==> config.mk <==
export PLATFORM = sky130hd
export DESIGN_NAME = early_ea_gen
export DESIGN_NICKNAME = d
export VERILOG_FILES = /design/src/rtl/early_ea_pkg.sv /design/src/rtl/ea_operand_fwd.sv /design/src/rtl/ea_sum.sv /design/src/rtl/ea_capture.sv /design/src/rtl/early_ea_gen.sv
export SDC_FILE = /design/constraint.sdc
export NUM_CORES = 1
export LEC_CHECK = 0
export ABC_AREA = 1
export BUFFER_PORTS_ARGS = -buffer_cell sky130_fd_sc_hd__buf_2
export CELL_PAD_IN_SITES_DETAIL_PLACEMENT = 0
export CELL_PAD_IN_SITES_GLOBAL_PLACEMENT = 1
export CORE_UTILIZATION = 38
export DETAILED_ROUTE_END_ITERATION = 8
export PLACE_DENSITY = 0.95
export SETUP_SLACK_MARGIN = 0.3
export SYNTH_ARGS = -nofsm -noshare
export SYNTH_HDL_FRONTEND = slang
export SYNTH_HIERARCHICAL = 1
export SYNTH_SLANG_ARGS = --single-unit
==> constraint.sdc <==
create_clock -name clk -period 10.2 [get_ports clk]
set_clock_uncertainty 0.2 [all_clocks]
set_input_delay 1.53 -clock clk [delete_from_list [all_inputs] [get_ports clk]]
set_output_delay 1.53 -clock clk [all_outputs]
set_load 0.03 [all_outputs]
==> src/rtl/early_ea_pkg.sv <==
package early_ea_pkg;

    // Write-back width codes; the bit positions merged for each are fixed.
    typedef enum logic [1:0] {
        WBW_BYTE_LO = 2'b00,
        WBW_BYTE_HI = 2'b01,
        WBW_WORD    = 2'b10,
        WBW_DWORD   = 2'b11
    } wb_width_e;

    // Forwarding decision for one operand
    typedef struct packed {
        logic      hit;
        wb_width_e width;
    } fwd_ctl_t;

    // Index scaling: the two-bit code is the left-shift amount.
    function automatic int unsigned scale_shift(input logic [1:0] code);
        return int'(unsigned'(code));
    endfunction

endpackage

==> src/rtl/ea_operand_fwd.sv <==
module ea_operand_fwd
    import early_ea_pkg::*;
#(
    parameter int unsigned DATA_W   = 32,
    parameter int unsigned NUM_REGS = 8,
    parameter int unsigned SEL_W    = $clog2(NUM_REGS)
) (
    input  logic                       vld_i,
    input  logic [SEL_W-1:0]           sel_i,
    input  logic [NUM_REGS*DATA_W-1:0] rf_flat_i,
    input  logic                       wb_vld_i,
    input  logic [SEL_W-1:0]           wb_dst_i,
    input  logic [1:0]                 wb_width_i,
    input  logic [DATA_W-1:0]          wb_data_i,
    output logic [DATA_W-1:0]          opnd_o
);

    localparam int unsigned BYTE_W = 8;
    localparam int unsigned WORD_W = 16;

    logic [DATA_W-1:0] stale;
    logic [DATA_W-1:0] merged;
    fwd_ctl_t          ctl;

    always_comb begin
        stale     = rf_flat_i[int'(sel_i)*DATA_W +: DATA_W];
        ctl.hit   = wb_vld_i && (wb_dst_i == sel_i);
        ctl.width = wb_width_e'(wb_width_i);
    end

    always_comb begin
        merged = stale;
        unique case (ctl.width)
            WBW_BYTE_LO: merged[BYTE_W-1:0]      = wb_data_i[BYTE_W-1:0];
            WBW_BYTE_HI: merged[WORD_W-1:BYTE_W] = wb_data_i[WORD_W-1:BYTE_W];
            WBW_WORD:    merged[WORD_W-1:0]      = wb_data_i[WORD_W-1:0];
            WBW_DWORD:   merged                  = wb_data_i;
            default:     merged                  = stale;
        endcase
    end

    always_comb begin
        if (!vld_i)
            opnd_o = '0;
        else if (ctl.hit)
            opnd_o = merged;
        else
            opnd_o = stale;
    end

endmodule

==> src/rtl/ea_sum.sv <==
module ea_sum
    import early_ea_pkg::*;
#(
    parameter int unsigned DATA_W = 32
) (
    input  logic [DATA_W-1:0] base_i,
    input  logic [DATA_W-1:0] index_i,
    input  logic [1:0]        scale_i,
    input  logic [DATA_W-1:0] disp_i,
    input  logic [DATA_W-1:0] seg_base_i,
    output logic [DATA_W-1:0] ea_o,
    output logic [DATA_W-1:0] lin_o
);

    logic [DATA_W-1:0] scaled;

    always_comb begin
        scaled = index_i << scale_shift(scale_i);
        ea_o   = base_i + scaled + disp_i;
        lin_o  = ea_o + seg_base_i;
    end

endmodule

==> src/rtl/ea_capture.sv <==
module ea_capture #(
    parameter int unsigned DATA_W = 32
) (
    input  logic              clk,
    input  logic              rst,
    input  logic              pop_i,
    input  logic              mem_op_i,
    input  logic [DATA_W-1:0] ea_i,
    input  logic [DATA_W-1:0] lin_i,
    output logic [DATA_W-1:0] ea_q_o,
    output logic [DATA_W-1:0] lin_q_o,
    output logic              rd_req_o
);

    always_ff @(posedge clk) begin
        if (rst) begin
            ea_q_o   <= '0;
            lin_q_o  <= '0;
            rd_req_o <= 1'b0;
        end else begin
            rd_req_o <= pop_i && mem_op_i;
            if (pop_i) begin
                ea_q_o  <= ea_i;
                lin_q_o <= lin_i;
            end
        end
    end

endmodule

==> src/rtl/early_ea_gen.sv <==
module early_ea_gen
    import early_ea_pkg::*;
#(
    parameter int unsigned DATA_W   = 32,
    parameter int unsigned NUM_REGS = 8,
    parameter int unsigned SEL_W    = $clog2(NUM_REGS)
) (
    input  logic                       clk,
    input  logic                       rst,
    input  logic                       pop_i,
    input  logic                       mem_op_i,
    input  logic                       base_vld_i,
    input  logic [SEL_W-1:0]           base_sel_i,
    input  logic                       idx_vld_i,
    input  logic [SEL_W-1:0]           idx_sel_i,
    input  logic [1:0]                 scale_i,
    input  logic [DATA_W-1:0]          disp_i,
    input  logic [NUM_REGS*DATA_W-1:0] rf_flat_i,
    input  logic                       wb_vld_i,
    input  logic [SEL_W-1:0]           wb_dst_i,
    input  logic [1:0]                 wb_width_i,
    input  logic [DATA_W-1:0]          wb_data_i,
    input  logic [DATA_W-1:0]          seg_base_i,
    output logic [DATA_W-1:0]          ea_q_o,
    output logic [DATA_W-1:0]          lin_q_o,
    output logic                       rd_req_o
);

    localparam int unsigned NUM_OPND = 2;   // 0: base, 1: index

    logic              opnd_vld [NUM_OPND];
    logic [SEL_W-1:0]  opnd_sel [NUM_OPND];
    logic [DATA_W-1:0] opnd_val [NUM_OPND];
    logic [DATA_W-1:0] ea_comb;
    logic [DATA_W-1:0] lin_comb;

    always_comb begin
        opnd_vld[0] = base_vld_i;
        opnd_sel[0] = base_sel_i;
        opnd_vld[1] = idx_vld_i;
        opnd_sel[1] = idx_sel_i;
    end

    for (genvar g = 0; g < NUM_OPND; g++) begin : g_opnd
        ea_operand_fwd #(
            .DATA_W   (DATA_W),
            .NUM_REGS (NUM_REGS),
            .SEL_W    (SEL_W)
        ) u_fwd (
            .vld_i      (opnd_vld[g]),
            .sel_i      (opnd_sel[g]),
            .rf_flat_i  (rf_flat_i),
            .wb_vld_i   (wb_vld_i),
            .wb_dst_i   (wb_dst_i),
            .wb_width_i (wb_width_i),
            .wb_data_i  (wb_data_i),
            .opnd_o     (opnd_val[g])
        );
    end

    ea_sum #(.DATA_W(DATA_W)) u_sum (
        .base_i     (opnd_val[0]),
        .index_i    (opnd_val[1]),
        .scale_i    (scale_i),
        .disp_i     (disp_i),
        .seg_base_i (seg_base_i),
        .ea_o       (ea_comb),
        .lin_o      (lin_comb)
    );

    ea_capture #(.DATA_W(DATA_W)) u_cap (
        .clk      (clk),
        .rst      (rst),
        .pop_i    (pop_i),
        .mem_op_i (mem_op_i),
        .ea_i     (ea_comb),
        .lin_i    (lin_comb),
        .ea_q_o   (ea_q_o),
        .lin_q_o  (lin_q_o),
        .rd_req_o (rd_req_o)
    );

endmodule

### Yosys cells after proc, flatten, opt, wreduce, memory -nomap -nowiden

Index checks and enable logic that the tools add are counted.

* register bits: 65
* latch bits: 0
* memory bits (writable): 0
* bits in read-only memories: 0
* bits of input ports: 372
* output and inout bits: 65
* word-level logic and storage cells: 30
* memories kept: 0

* $add $sub $neg: 3
* $mul: 0
* div/mod/pow operators: 0
* magnitude comparators: 0
* equal/unequal tests: 5
* shift-type cells: 3
* multiplexer cells: 10
* bitwise gates (word level): 0
* reduce and logical (&&, ||, !) cells: 6

Operator list (number)
* $shiftx A256 B9 Y32: 2
* $mux W32: 4
* $add A32 B32 Y32: 3
* $mux W16: 2
* $mux W8: 4
* $shl A32 B2 Y32: 1
* $eq A3 B3 Y1: 2
* $reduce_or A3 Y1: 2
* $eq A2 B2 Y1 const B: 2
* $logic_and A1 B1 Y1: 3
* $eq A2 B1 Y1 const B: 1
* $logic_not A2 Y1: 1

### Longest topological paths before layout

Gate-level depths: netlist (run 1).

* depth after elaboration: 9
* gate-level depth with buffers: 42

### Modules after synthesis

The synthesis (run 1) kept the hierarchy.

By module, submodules not included
* ea_operand_fwd: instances 2, cells each 743, area an instance 3236.9 um2, seq. area each 0.0 um2
* ea_sum: instances 1, cells each 791, area an instance 5052.3 um2, seq. area each 0.0 um2
* ea_capture: instances 1, cells each 408, area an instance 2646.3 um2, seq. area each 1301.2 um2

### Least setup slack after synthesis (run 1)

No wires, ideal clock.

* kind: in2reg
* start point: input idx_sel_i[0]
* end point: register u_cap.lin_q_o[31]
* library setup time: 114 ps
* arrival: 5999 ps
* required time: 9886 ps
* path slack: 3887 ps
* stages on the path: 38
* path buffers: 3
* cell sequence: buf_2 buf_4 buf_2 nand2_1 nand3_1 nand3_1 nand2_1 nor2_1 nor2_1 mux2i_1 or2_2 fa_1 inv_1 ha_1 inv_1 fa_1 inv_1 nand4_2 [2 not listed] o21ai_2 nand2_1 inv_1 nor2_1 nand2_1 nand2_1 ha_1 nand2_1 nor3_1 a21oi_1 o21ai_0 a21oi_1 nand3_1 nand2_1 inv_1 nand2_1 nand2_1 nor2_1

RTL lines
* from (decl): line early_ea_gen.sv:15 `input logic [SEL_W-1:0] idx_sel_i,`
* to (signal assigned): line ea_capture.sv:24 `lin_q_o <= lin_i;`
* to (decl): line ea_capture.sv:11 `output logic [DATA_W-1:0] lin_q_o,`

==> flow_metrics.py, run 1 <==
metrics = {
    "synth": {
        "yosysTopAreaCell": "nand2_1",
        "synth_compound_area_frac": 0.110,
        "synthAdderAreaFrac": 0.101,
        "netlist_top_cells_count": "1,015 x nand2_1, 322 x nor2_1, 293 x nand3_1",
        "yosysWarnings": 6,
        "synthXorXnorAreaFrac": 0.0284,
        "synth_edf_count": 0,
        "postSynth.asyncResetShare": 0,
        "syn_area_per_cell_sq_um": 5.28,
        "synth_nets": 3152,
        "synth_seq_area_share": 0.0918,
        "yosysTopAreaCellShare": 0.269,
        "synth.area.top_cells": "nand2_1 27%, nand3_1 10%, dfxtp_1 9.2%",
        "syn_area_sq_mm": 0.0142,
        "synth_cell_types": 48,
        "yosysMostFrequentCell": "nand2_1",
        "netlist_instances": 2685,
        "ys_ff_latch": 65,
        "synthMuxAreaShare": 0.0268,
        "synth_top_family_by_area": "simple AND/OR/NAND/NOR gates",
        "synth-simple-area-share": 0.518,
        "ys.flop_type": "dfxtp_1",
    },
    "setup_path": {
        "worst_setup_path_end_kind": "flop",
        "critPathMaxStageDelay_ps": 630,
        "path_common_cell": "nand2_1",
        "cp-start-kind": "input pin",
        "worstSetupPathType": "in -> reg",
        "cp.required_ps": 10260,
        "cp_slowest_cell": "buf_2",
        "arrival_ps": 8280,
        "path_max_fanout": 36,
    },
    "layout": {
        "area_growth_pct": 17.5,
        "fillers": 4093,
        "seq_area_sq_mm": 0.00130,
        "finalInstanceArea_sq_mm": 0.0167,
        "final_cells": 3484,
        "nNetsFinal": 3461,
        "multi_input_area_sq_mm": 0.0111,
        "drive_gt1_frac": 0.175,
    },
    "clocking": {
        "cts_sinks": 65,
        "clkTransAtPathRegs_ps": 60,
        "cts_setup_buffers": 0,
        "cts_hold_buf": 0,
        "cts_root_buffer": "clkbuf_16",
        "cts-buffers-inserted": 9,
        "cts_tree": "yes",
        "clk_path_buf_depth": 2,
        "htreeDepth": 3,
        "insertion_delay_ps": 330,
        "cts-resized-gates": 0,
    },
    "drt": {
        "avgViaCountPerCell": 5.38,
        "dr_wl_met2_microns": 29400,
        "highest_layer": "met5",
        "dr.pass1.iters": 5,
        "drc": 0,
        "wl_per_cell_microns": 18.1,
        "wl_met1_microns": 26400,
        "ant_nets": 0,
        "routed_wl_microns": 62900,
        "drtIter0Drc": 1785,
        "wl_met3_microns": 4640,
        "via_count": 18700,
    },
    "grt": {
        "track_usage": 0.320,
        "grt.overflow.total": 0,
        "grt_pass1_vias": 17700,
        "grt_max_degree": 98,
        "grt_antenna_before_repair": 27,
        "grt_pass1_wl_microns": 96800,
    },
    "sta": {
        "tns_ps": 0,
        "period_minus_slack_ps": 8220,
        "hold_viol": 0,
        "relSlewSlack": 0.313,
        "setup_slack_ps": 1980,
        "drv_slew": 0,
        "finalSetupViolCount": 0,
        "worstMarginPinSlew_ps": 1030,
        "rsz0062_at_grt": "no",
        "fin_crit_sh": 0.806,
        "fmax_mhz": 122,
    },
    "placed_design": {
        "gp_congestion": 0.999,
        "dpl.cell_count": 3451,
        "portBuffers": 436,
        "pre_cts_ws_ps": 1710,
        "place_area_sq_mm": 0.0163,
        "hpwl_microns": 50500,
    },
    "floorplan": {
        "dieArea_sq_mm": 0.0381,
        "dieWidth_microns": 195,
        "top_level_ports": 437,
        "rows": 70,
        "initial_core_util": 0.386,
        "fp.dieH_microns": 195,
        "core_sq_mm": 0.0367,
    },
    "run": {
        "maxCapViolCount": 0,
    },
    "hold_path": {
        "holdCritPathClass": "reg -> reg",
    },
    "power_and_ir_drop": {
        "p_leak_nw": 9.66,
        "power_density_mw_per_mm2": 173,
        "peakVddDrop_v": 0.0000861,
    },
    "run_status": {
        "status": "completed",
    },
}
-- cell families (layout without fill, tap and decap cells) --
family / after synthesis / count (layout)
AOI/OAI and AO/OA: 285 / 285
xor gates and xnor gates: 46 / 46
adders and majority gates: 95 / 95
buffers and inverters: 408 / 722
DFF: 65 / 65
muxes: 38 / 38
other: 0 / 17
and+or+nand+nor: 1748 / 1748
-- layout by cell type, fill, tap and decap left out, types with 4 or more instances in the layout --
| cell type | count |
|---|---|
| buf_2 | 431 |
| diode_2 | 17 |
| fa_1 | 33 |
| a21oi_1 | 192 |
| ha_1 | 62 |
| o21bai_1 | 9 |
| nand3_2 | 7 |
| mux2i_1 | 38 |
| buf_4 | 18 |
| nand3_1 | 293 |
| a21oi_2 | 5 |
| inv_2 | 13 |
| dfxtp_1 | 65 |
| nor2_1 | 322 |
| o21ai_2 | 4 |
| nand2_4 | 4 |
| nand4_1 | 68 |
| nor2_2 | 4 |
| nand2_1 | 1015 |
| a21o_1 | 11 |
| o21ai_0 | 45 |
| nor3_1 | 9 |
| inv_1 | 242 |
| xor2_1 | 33 |
| xnor2_1 | 13 |
| o211ai_1 | 4 |
| clkbuf_16 | 9 |
| nand2_2 | 9 |
-- routing by layer --
metal  global-route usage  vias to the layer above
li1                     -                     9195
met1                0.405                     8549
met4                0.118                       16
met2                0.552                      830
met5                    0                        -
met3               0.0399                      138
-- report_power, final --
group / total [mW] / switching (mW) / internal [mW]
Sequential: 0.353 / 0.0331 / 0.319
Combinational: 2.17 / 1.46 / 0.713
Clock: 0.355 / 0.116 / 0.240
Total: 2.88 / 1.60 / 1.27
-- registers in the layout, indices dropped and copies added (netlist names) --
signal and flops:
u_cap/ea_q_o 32, u_cap/rd_req_o 1, u_cap/lin_q_o 32
-- final timing paths --
kind | start | end | slack [ps] | cells after the start
max | idx_sel_i[2] | u_cap/lin_q_o[29] | 1980 | 40
min | u_cap/ea_q_o[22] | u_cap/ea_q_o[22] | 270 | 2
max reg2reg | u_cap/lin_q_o[17] | u_cap/lin_q_o[17] | 9380 | 2
min reg2reg | u_cap/ea_q_o[22] | u_cap/ea_q_o[22] | 270 | 2
-- per-stage QoR --
stage	util	power (mW)	hold WS, ps
2_1_floorplan	-	1.88	393
3_3_place_gp	0.443	2.49	254
3_5_place_dp	0.443	2.50	260
4_1_cts	0.453	2.87	268
5_1_grt	0.453	3.16	283
6_report	0.454	2.88	268
-- critical path, delay by kind of cell --
family	cells	cell delay (ps)
AOI/OAI and AO/OA	2	330
adders and majority gates	4	1440
buffers and inverters	8	1850
muxes	1	120
and+or+nand+nor	25	2960
-- layout make-up --
type,count,area share
multi-input combinational,2212,0.668
timing repair buffer,449,0.138
sequential,65,0.0781
inverter,257,0.0581
tap,468,0.0352
clock buffer,10,0.0137
clock inverter,6,0.00691
antenna,17,0.00255
No activity file was read; power rests on OpenSTA's default activity.
==> run 2: changes to the inputs <==
--- a/config.mk
+++ b/config.mk
@@ -9,9 +9,9 @@
 export BUFFER_PORTS_ARGS = -buffer_cell sky130_fd_sc_hd__buf_2
 export CELL_PAD_IN_SITES_DETAIL_PLACEMENT = 0
 export CELL_PAD_IN_SITES_GLOBAL_PLACEMENT = 1
-export CORE_UTILIZATION = 38
+export CORE_UTILIZATION = 31
 export DETAILED_ROUTE_END_ITERATION = 8
-export PLACE_DENSITY = 0.95
+export PLACE_DENSITY = 0.91
 export SETUP_SLACK_MARGIN = 0.3
 export SYNTH_ARGS = -nofsm -noshare
 export SYNTH_HDL_FRONTEND = slang
==> constraint.sdc (replaced) <==
create_clock -name clk -period 7.1 [get_ports clk]
set_clock_uncertainty 0.2 [all_clocks]
set_input_delay 1.065 -clock clk [delete_from_list [all_inputs] [get_ports clk]]
set_output_delay 1.065 -clock clk [all_outputs]
set_load 0.03 [all_outputs]
==> run 2 against run 1 <==
Net effect:
- highest routed layer unchanged
- combinational power increased by 44%
- first-iteration DRC count decreased by 16%
- critical path depth decreased by 5
- non-clock buffer count rose by 32
- sequential share of layout area decreased by 0.26 points
- largest cell class unchanged
- wire length rose by 2.8%
==> flow_metrics.py, run 2 (synthesis results as in run 1) <==
metrics = {
    "run_status": {
        "status": "completed",
    },
    "clocking": {
        "clk_path_buf_depth": 2,
        "htreeDepth": 3,
        "cts-buffers-inserted": 9,
        "insertion_delay_ps": 330,
        "cts_root_buffer": "clkbuf_16",
        "clkTransAtPathRegs_ps": 70,
        "cts_tree": "yes",
        "cts_sinks": 65,
    },
    "floorplan": {
        "initial_core_util": 0.318,
        "fp.dieH_microns": 216,
        "dieArea_sq_mm": 0.0466,
        "top_level_ports": 437,
        "dieWidth_microns": 216,
        "core_sq_mm": 0.0446,
        "rows": 77,
    },
    "layout": {
        "drive_gt1_frac": 0.190,
        "utilization": 0.386,
        "final_cell_mix": "1,015 x nand2_1, 433 x buf_2, 317 x nor2_1",
        "finalInstanceArea_sq_mm": 0.0172,
        "layout_commonest_cell": "nand2_1",
        "nNetsFinal": 3494,
        "final_cells": 3646,
        "reg.largest.list": "u_cap/ea_q_o: 32 flops, u_cap/lin_q_o: 32 flops, u_cap/rd_req_o: 1 flops",
        "area_growth_pct": 21.5,
    },
    "sta": {
        "rsz0062_at_grt": "yes",
        "hold_viol": 0,
        "finalSetupViolCount": 0,
        "fmax_mhz": 155,
        "drv_slew": 0,
        "worstMarginPinSlew_ps": 1100,
        "fin_crit_sh": 0.907,
        "tns_ps": 0,
        "setup_slack_ps": 660,
        "period_minus_slack_ps": 6440,
        "relSlewSlack": 0.267,
    },
    "grt": {
        "grt_pass1_vias": 17700,
        "grt.overflow.total": 0,
        "grt_use_met1": 0.342,
        "grt_pass1_wl_microns": 99200,
        "track_usage": 0.268,
        "grtUsageMet2": 0.459,
        "grt_antenna_before_repair": 34,
        "grt_max_degree": 127,
        "busiest_layer": "met2",
        "use_met3": 0.0403,
    },
    "drt": {
        "routed_wl_microns": 64600,
        "dr.pass1.iters": 6,
        "via_count": 18700,
        "drc": 0,
        "drtIter0Drc": 1497,
        "avgViaCountPerCell": 5.12,
        "wl_per_cell_microns": 17.7,
        "ant_nets": 0,
    },
    "setup_path": {
        "cp_slowest_cell": "fa_1",
        "cp.required_ps": 7170,
        "path_common_cell": "nand2_1",
        "path_max_fanout": 18,
        "arrival_ps": 6510,
        "worst_setup_path_end_kind": "flop",
        "worstSetupPathType": "in -> reg",
        "cp-start-kind": "input pin",
        "critPathMaxStageDelay_ps": 460,
    },
    "hold_path": {
        "holdCritPathClass": "reg -> reg",
    },
    "placed_design": {
        "hpwl_microns": 52500,
        "dpl.cell_count": 3605,
        "gp_congestion": 0.971,
        "portBuffers": 436,
        "place_area_sq_mm": 0.0167,
        "pre_cts_ws_ps": 201,
    },
    "power_and_ir_drop": {
        "combPwrFrac": 0.765,
        "p_sw_mw": 2.28,
        "sw_frac_of_total": 0.559,
        "power_density_mw_per_mm2": 237,
        "p_int_mw": 1.80,
        "p_leak_nw": 9.82,
        "clock_power_share": 0.111,
        "peakVddDrop_v": 0.000262,
        "seq_power_share": 0.124,
    },
    "run": {
        "maxCapViolCount": 0,
    },
}
==> run 2: layer usage <==
layer	up-vias	routed length (microns)
met4	14	2170
li1	9267	-
met5	-	84
met1	8400	26900
met2	831	30200
met3	144	5320
==> run 2: through the flow <==
stage / hold slack, ps / power (mW)
final: 266 / 4.08
after CTS: 268 / 4.03
after global routing: 289 / 4.49
after global placement: 251 / 3.56
after detailed placement: 260 / 3.56
after floorplan: 393 / 2.70
==> run 2: worst paths after layout <==
| path | start | endpoint | slack [ps] | cells past startpoint |
|---|---|---|---|---|
| max | idx_sel_i[2] | u_cap/lin_q_o[31] | 660 | 35 |
| min | u_cap/lin_q_o[27] | u_cap/lin_q_o[27] | 270 | 2 |
| max reg2reg | u_cap/lin_q_o[25] | u_cap/lin_q_o[25] | 6270 | 2 |
| min reg2reg | u_cap/lin_q_o[27] | u_cap/lin_q_o[27] | 270 | 2 |
==> run 2: worst max-delay path, delay by kind of cell <==
kind            cells  cell delay (ps)
fa+ha+maj           3             1270
simple gates       19             2000
buf+inv             6              720
mux                 2              390
compound gates      4              750
xor+xnor            1              290
==> run 2: layout make-up <==
cell class	count	area, sq um
fillers	5092	27400
multi-input cells	2213	11200
repair buffers	481	2630
flip-flops and latches	65	1300
inverters	257	971
well taps	592	741
clock buffers	10	239
clock inverters	6	67.6
diodes	22	55.1
==> run 2: timing repair <==
item | 4_1_cts | 5_1_grt
setup buffers | 0 | 2
hold buffers | 0 | 0
setup endpoints to repair | 0 | 11
resized for setup | 0 | 28
==> run 2: power groups by stage <==
stage | sequential [mW] | clock, mW | combinational [mW]
6_report | 0.507 | 0.453 | 3.12
5_1_grt | 0.518 | 0.477 | 3.49
4_1_cts | 0.507 | 0.464 | 3.06
3_5_place_dp | 0.514 | 0 | 3.04
3_3_place_gp | 0.512 | 0 | 3.05
2_1_floorplan | 0.693 | 0 | 2.01
